[src/rtl/lf_pkg.sv]
package lf_pkg;

  typedef enum logic [2:0] {
    ST_IDLE, ST_PLAN, ST_PROG, ST_CLR, ST_GO, ST_WAIT, ST_NEXT, ST_END
  } lf_state_e;

  localparam logic [7:0] CODE_HI = 8'h0A;
  localparam logic [7:0] CODE_LO = 8'h06;
  localparam logic [31:0] CLK_FIELD_MASK  = 32'h000C_0000;
  localparam logic [31:0] CLK_FIELD_HI    = 32'h0004_0000;
  localparam logic [31:0] CTRL_FIELD_MASK = 32'h001F_4000;
  localparam int LANE_EN_LSB = 16;
  localparam int ENH_BIT     = 14;

  // Per-lane rate at a list index; zero ends the list.
  function automatic logic [31:0] rate_at(input logic [1:0] idx,
                                          input logic [31:0] hi,
                                          input logic [31:0] lo);
    case (idx)
      2'd0:    rate_at = hi;
      2'd1:    rate_at = lo;
      default: rate_at = 32'd0;
    endcase
  endfunction

  // Smallest lane count reached by halving from the maximum while half
  // the lanes would still exceed the required bandwidth.
  function automatic logic [7:0] fit_lanes(input logic [7:0] max_l,
                                           input logic [31:0] rate,
                                           input logic [31:0] need);
    logic [7:0] l;
    l = max_l;
    for (int i = 0; i < 8; i++) begin
      if ((32'(l >> 1) * rate) > need) l = l >> 1;
    end
    fit_lanes = l;
  endfunction

endpackage

[src/rtl/lf_planner.sv]
module lf_planner
  import lf_pkg::*;
#(
  parameter int LANE_W  = 3,
  parameter int DR_W    = 24,
  parameter logic [31:0] RATE_HI = 32'd270000,
  parameter logic [31:0] RATE_LO = 32'd162000
) (
  input  logic [1:0]        idx_in,
  input  logic [LANE_W-1:0] max_lanes,
  input  logic [DR_W-1:0]   need,
  output logic [LANE_W-1:0] lanes_out,
  output logic [1:0]        idx_out
);
  logic [31:0] need32, rate_now, rate_next;
  logic [7:0]  fitted;

  always_comb begin
    need32    = 32'(need);
    rate_now  = rate_at(idx_in, RATE_HI, RATE_LO);
    fitted    = fit_lanes(8'(max_lanes), rate_now, need32);
    rate_next = rate_at(idx_in + 2'd1, RATE_HI, RATE_LO);
    idx_out   = idx_in;
    // Only one lower entry can exist past the high rate.
    if (rate_next * 32'(fitted) > need32) idx_out = idx_in + 2'd1;
    lanes_out = LANE_W'(fitted);
  end
endmodule

[src/rtl/lf_encoder.sv]
module lf_encoder
  import lf_pkg::*;
#(
  parameter int LANE_W = 3
) (
  input  logic [LANE_W-1:0] lanes,
  input  logic              hi_rate,
  input  logic              enh,
  output logic [31:0]       clk_word,
  output logic [31:0]       ctrl_word,
  output logic [7:0]        sink_bw,
  output logic [7:0]        sink_lanes
);
  logic [4:0] lane_en;

  always_comb begin
    lane_en    = 5'((32'd1 << lanes) - 32'd1);
    clk_word   = hi_rate ? CLK_FIELD_HI : 32'd0;
    ctrl_word  = 32'd0;
    ctrl_word[LANE_EN_LSB +: 5] = lane_en;
    ctrl_word[ENH_BIT]          = enh;
    sink_bw    = hi_rate ? CODE_HI : CODE_LO;
    sink_lanes = {enh, 7'(lanes)};
  end
endmodule

[src/rtl/link_fallback_ctrl.sv]
module link_fallback_ctrl
  import lf_pkg::*;
#(
  parameter int LANE_W  = 3,
  parameter int DR_W    = 24,
  parameter logic [31:0] RATE_HI = 32'd270000,
  parameter logic [31:0] RATE_LO = 32'd162000
) (
  input  logic              clk,
  input  logic              rst_n,
  input  logic              start,
  input  logic [LANE_W-1:0] max_lanes,
  input  logic              low_rate_only,
  input  logic              enh_frame,
  input  logic [DR_W-1:0]   data_rate,
  input  logic              train_done,
  input  logic              train_ok,
  output logic              train_go,
  output logic              stat_clr,
  output logic              cfg_we,
  output logic [31:0]       clk_word,
  output logic [31:0]       clk_mask,
  output logic [31:0]       ctrl_word,
  output logic [31:0]       ctrl_mask,
  output logic [7:0]        sink_bw,
  output logic [7:0]        sink_lanes,
  output logic              pattern_we,
  output logic [3:0]        pattern_sel,
  output logic [LANE_W-1:0] lanes,
  output logic              hi_rate,
  output logic              busy,
  output logic              done,
  output logic              link_ok
);
  lf_state_e         st;
  logic [1:0]        idx_q;
  logic [LANE_W-1:0] lanes_q, max_q;
  logic [DR_W-1:0]   dr_q;
  logic              enh_q, ok_q;

  logic [LANE_W-1:0] plan_lanes;
  logic [1:0]        plan_idx;
  logic              attempt_pass, attempt_fail, list_end;

  lf_planner #(.LANE_W(LANE_W), .DR_W(DR_W), .RATE_HI(RATE_HI), .RATE_LO(RATE_LO))
    u_plan (.idx_in(idx_q), .max_lanes(max_q), .need(dr_q),
            .lanes_out(plan_lanes), .idx_out(plan_idx));

  lf_encoder #(.LANE_W(LANE_W))
    u_enc (.lanes(lanes_q), .hi_rate(hi_rate), .enh(enh_q),
           .clk_word(clk_word), .ctrl_word(ctrl_word),
           .sink_bw(sink_bw), .sink_lanes(sink_lanes));

  assign attempt_pass = (st == ST_WAIT) && train_done && train_ok;
  assign attempt_fail = (st == ST_WAIT) && train_done && !train_ok;
  assign list_end     = rate_at(idx_q + 2'd1, RATE_HI, RATE_LO) == 32'd0;

  always_ff @(posedge clk) begin
    if (!rst_n) begin
      st      <= ST_IDLE;
      idx_q   <= 2'd0;
      lanes_q <= '0;
      max_q   <= '0;
      dr_q    <= '0;
      enh_q   <= 1'b0;
      ok_q    <= 1'b0;
    end else begin
      case (st)
        ST_IDLE: if (start) begin
          max_q <= max_lanes;
          dr_q  <= data_rate;
          enh_q <= enh_frame;
          idx_q <= low_rate_only ? 2'd1 : 2'd0;
          ok_q  <= 1'b0;
          st    <= ST_PLAN;
        end
        ST_PLAN: begin
          lanes_q <= plan_lanes;
          idx_q   <= plan_idx;
          st      <= ST_PROG;
        end
        ST_PROG: st <= ST_CLR;
        ST_CLR:  st <= ST_GO;
        ST_GO:   st <= ST_WAIT;
        ST_WAIT: begin
          if (attempt_pass) begin
            ok_q <= 1'b1;
            st   <= ST_END;
          end else if (attempt_fail) begin
            st <= ST_NEXT;
          end
        end
        ST_NEXT: begin
          if (list_end) st <= ST_END;
          else begin
            idx_q <= idx_q + 2'd1;
            st    <= ST_PLAN;
          end
        end
        default: st <= ST_IDLE;
      endcase
    end
  end

  assign hi_rate     = (idx_q == 2'd0);
  assign lanes       = lanes_q;
  assign cfg_we      = (st == ST_PROG);
  assign stat_clr    = (st == ST_CLR);
  assign train_go    = (st == ST_GO);
  assign pattern_we  = (st == ST_END);
  assign pattern_sel = 4'd0;
  assign done        = (st == ST_END);
  assign busy        = (st != ST_IDLE);
  assign link_ok     = ok_q;
  assign clk_mask    = CLK_FIELD_MASK;
  assign ctrl_mask   = CTRL_FIELD_MASK;


  clr_after_cfg_chk: assert property (@(posedge clk) disable iff (!rst_n)
    cfg_we |=> stat_clr);

  go_after_clr_chk: assert property (@(posedge clk) disable iff (!rst_n)
    stat_clr |=> train_go);

  lane_min_chk: assert property (@(posedge clk) disable iff (!rst_n)
    cfg_we |-> (lanes_q == LANE_W'(1)) ||
      ((32'(lanes_q >> 1) * (hi_rate ? RATE_HI : RATE_LO)) <= 32'(dr_q)));

  rate_drop_chk: assert property (@(posedge clk) disable iff (!rst_n)
    (cfg_we && hi_rate) |-> (RATE_LO * 32'(lanes_q)) <= 32'(dr_q));

  lane_en_chk: assert property (@(posedge clk) disable iff (!rst_n)
    cfg_we |-> ($countones(ctrl_word[20:16]) == int'(lanes_q)));

  sink_enh_chk: assert property (@(posedge clk) disable iff (!rst_n)
    cfg_we |-> (sink_lanes[7] == enh_q));

  pass_end_chk: assert property (@(posedge clk) disable iff (!rst_n)
    attempt_pass |=> (done && link_ok));

  hi_fail_retry_chk: assert property (@(posedge clk) disable iff (!rst_n)
    (attempt_fail && hi_rate) |=> !done);
endmodule

[config.mk]
export PLATFORM = sky130hd
export DESIGN_NAME = link_fallback_ctrl
export DESIGN_NICKNAME = d
export VERILOG_FILES = /design/src/rtl/lf_pkg.sv /design/src/rtl/lf_planner.sv /design/src/rtl/lf_encoder.sv /design/src/rtl/link_fallback_ctrl.sv
export SDC_FILE = /design/constraint.sdc
export NUM_CORES = 1
export LEC_CHECK = 0
export BUFFER_PORTS_ARGS = -buffer_cell sky130_fd_sc_hd__buf_2
export CORE_MARGIN = 3
export CORE_UTILIZATION = 55
export CTS_BUF_LIST = sky130_fd_sc_hd__clkbuf_4
export CTS_CLUSTER_DIAMETER = 60
export DETAILED_ROUTE_END_ITERATION = 16
export HOLD_SLACK_MARGIN = 0.05
export MAX_ROUTING_LAYER = met4
export PLACE_DENSITY = 0.79
export SETUP_SLACK_MARGIN = 0.15
export SKIP_LAST_GASP = 1
export SYNTH_ARGS = -nofsm -noshare
export SYNTH_HDL_FRONTEND = slang
export SYNTH_SLANG_ARGS = --single-unit
[constraint.sdc]
create_clock -name clk -period 48.8 [get_ports clk]
set_input_delay 9.76 -clock clk [delete_from_list [all_inputs] [get_ports clk]]
set_output_delay 9.76 -clock clk [all_outputs]
set_load 0.02 [all_outputs]
==> impl_results.md <==
- Hold depth: 2
- Fin Hold WS: 0.4726 ns
- # IOs: 193
- Library cells used by synthesis: 96
- Ant diodes: 0
- Initial Util: 56.28%
- Routability-driven placement congestion ratio: 0.9629
- CP peak stage delay: 0.67 ns
- CP required: 49.06 ns
- CORE AREA: 21890 um^2
- Reg2reg path depth: 200
- Initial drt markers: 933
- Worst Tran Pin Value: 0.9373 ns
- Final min period: 41.35 ns
- Final hold vios: 0
- Final worst-path cycle share: 84.73%
- Routed WL: 32.72 mm
- Max-slew headroom: 37.36%
- First-pass GRT wire length: 52.34 mm
- Crit path from: idx_q[1]$_SDFFE_PN0P_
- Total GRT Usage: 26.71%
- CP Max Fanout: 14
- Global route overflow: 0
- Die area: 24230 um^2
- Slowest-stage cell, CP: ha_1
- Clock transition at path regs: 0.12 ns
- Synth Cell Area: 12320 um^2
- Via Count: 11300
- # resized after CTS: 0
- Largest net degree at the start of global routing: 40
- Fmax: 24.18 MHz
- Row cnt: 54
- Die Span Y: 155.7 um
- Most frequent CP cell: ha_1
- CP endpoint: idx_q[1]$_SDFFE_PN0P_
- Layout cells sized above 1: 7.434%
- Vias in the first global route: 10617
- Crit path DAT: 41.61 ns
- Post-synth top flop: dfxtp_1
- I/O Buffers: 57
- Worst hold path type: reg -> reg
- CTS H-tree depth: 2
- Die width: 155.7 um
- Setup-failing EPs final: 0
- CP startpoint kind: flop
- Initial antenna violation count: 0
- HPWL after DPL: 25.57 mm
- Area Overhead vs Synth: 0.2540%
- Setup_tns: 0 ns
- Vias per cell: 5.801
- Yosys warns: 0
- Crit Reg-Reg Startpoint: idx_q[1]$_SDFFE_PN0P_
- Clock Tree Root: clkbuf_4
- DRC violations left: 0
- Core Util, Final: 56.42%
- # hold bufs at CTS: 0
- Slew Viols, Final: 0
- Max Cap Violations: 0
- EDFF count, synth: 0
- #FFs+latches synth: 37
- WL/cell: 16.80 um
- R2R Path End: idx_q[1]$_SDFFE_PN0P_
- TritonRoute pass-1 iters: 6
- Async S/R FF share, synth: 0%
- CTS tree: done
- Setup Skew: 0.01319 ns
- Post-CTS Setup Inserts: 0
- Avg Cell Area, Syn: 7.516 um^2
- Register area share after synthesis: 6.013%
- TritonCTS sink count: 37
- Critical path class: reg -> reg
- Max Root-Sink Buffers: 2
- Number of CTS-inserted buffers: 5
- RSZ-0062 raised after global routing: no
- Fin nets: 2007
- Outcome: complete, no violations
- R2R setup slack: 7.45 ns
- Setup crit end kind: flop
- Mapped Cells: 1639
- Clk Latency, worst-skew pair: 0.35 ns
- Post-route ant nets: 0
## Yosys cell counts, types with 3 or more instances
cell type	instances	area, um^2
a211o_1	4	35.03
a211oi_1	6	45.04
a21boi_0	31	232.7
a21o_1	42	315.3
a21oi_1	115	575.6
a221oi_1	4	35.03
a31o_2	7	61.31
a31oi_1	12	75.07
and2_1	14	87.58
and3_1	12	75.07
and4_1	3	26.28
buf_4	143	1074
buf_6	5	56.30
clkbuf_1	28	105.1
clkinv_1	3	11.26
dfxtp_1	37	740.7
fa_1	13	260.3
ha_1	293	3666
inv_1	134	503.0
mux2i_1	8	80.08
nand2_1	166	623.1
nand2b_1	19	118.9
nand3_1	26	130.1
nand3b_1	3	22.52
nand4_1	32	200.2
nor2_1	115	431.7
nor2_2	3	18.77
nor2b_1	26	162.7
nor3_1	19	95.09
nor3_2	3	30.03
nor3b_1	4	30.03
nor4_1	7	43.79
nor4b_1	3	26.28
o211ai_1	8	60.06
o21a_1	11	82.58
o21ai_0	77	385.4
o21ai_1	5	25.02
o21bai_1	7	52.55
o22ai_1	6	37.54
o31ai_1	3	22.52
or2_2	9	56.30
or3_1	9	56.30
xnor2_1	63	551.8
xor2_1	31	271.5
## flip-flops by register name, indices dropped and copies added (netlist names)
| register | flops |
|---|---|
| idx_q | 2 |
| dr_q | 24 |
| st | 3 |
| enh_q | 1 |
| lanes | 3 |
| link_ok | 1 |
| max_q | 3 |
## logic make-up (layout without fill, tap and decap cells)
logic type      after synthesis  after routing  share of synthesized area (%)
simple gates                490            490                          19.54
compound gates              383            383                          20.61
buf+inv                     316            212                          14.31
fa+ha+maj                   307            307                          31.95
xor+xnor                     94             94                          6.683
flops                        37             37                          6.013
mux                          10             10                         0.8328
other cells                   2            135                        0.06096
## through the flow
stage	worst slack, ns	std cells	area [um^2]
finish	7.449	1948	12350
global route	4.212	1948	12350
CTS	8.004	1948	12350
detailed placement	8.160	1940	12270
global placement	9.235	1940	12270
floorplan	13.49	1772	12820
## layout by cell type, fill, tap and decap left out, types with 7 or more instances in the layout
cell type and instances:
a31o_2 7, buf_2 57, inv_1 134, o21ai_0 77, a21oi_1 115, a21boi_0 31
conb_1 135, o211ai_1 8, a31oi_1 12, mux2i_1 8, fa_1 13, nand3_1 26
nand4_1 32, o21a_1 11, a21o_1 42, and2_1 14, nand2_1 166, or2_2 9
dfxtp_1 37, ha_1 293, nor2b_1 26, nor2_1 115, xnor2_1 63, o21bai_1 7
and3_1 12, nor4_1 7, xor2_1 31, nand2b_1 19, or3_1 9, buf_4 7
nor3_1 19
## worst max-delay path: cells and delay by family (launching register included)
| family | cells | cell delay [ns] |
|---|---|---|
| buffers and inverters | 16 | 1.80 |
| xor gates and xnor gates | 4 | 0.60 |
| adders and majority gates | 34 | 10.21 |
| DFF | 1 | 0.37 |
| and+or+nand+nor | 68 | 12.40 |
| AOI/OAI and AO/OA | 76 | 15.20 |
| muxes | 2 | 0.66 |
## metal layers
| layer | part of all wire (%) | up-vias | global-route usage [%] |
|---|---|---|---|
| met5 | 0 | - | - |
| met4 | 3.5 | 0 | 8.003 |
| met3 | 7.3 | 87 | 1.775 |
| met2 | 46 | 498 | 43.86 |
| met1 | 44 | 5170 | 35.39 |
| li1 | - | 5545 | - |
## how the worst min path moves through the flow
stage,startpoint,endpoint,slack [ns]
3_3_place_gp,dr_q[6]$_SDFFE_PN0P_,dr_q[6]$_SDFFE_PN0P_,0.45
5_1_grt,dr_q[14]$_SDFFE_PN0P_,dr_q[14]$_SDFFE_PN0P_,0.49
2_1_floorplan,dr_q[10]$_SDFFE_PN0P_,dr_q[10]$_SDFFE_PN0P_,0.44
6_report,dr_q[16]$_SDFFE_PN0P_,dr_q[16]$_SDFFE_PN0P_,0.47
4_1_cts,dr_q[7]$_SDFFE_PN0P_,dr_q[7]$_SDFFE_PN0P_,0.47
3_5_place_dp,dr_q[16]$_SDFFE_PN0P_,dr_q[16]$_SDFFE_PN0P_,0.46
## final cells by class
class / instances / area [um^2]
multi-input cells: 1419 / 10310
fillers: 2061 / 9540
flip-flops and latches: 37 / 740.7
inverters: 140 / 528.0
well taps: 280 / 350.3
repair buffers: 64 / 337.8
clock inverters: 3 / 41.29
clock buffers: 5 / 37.54
Power is left out: the tool's default activity adds up to more than one toggle a clock period on the data nets, which glitch-free logic cannot reach.
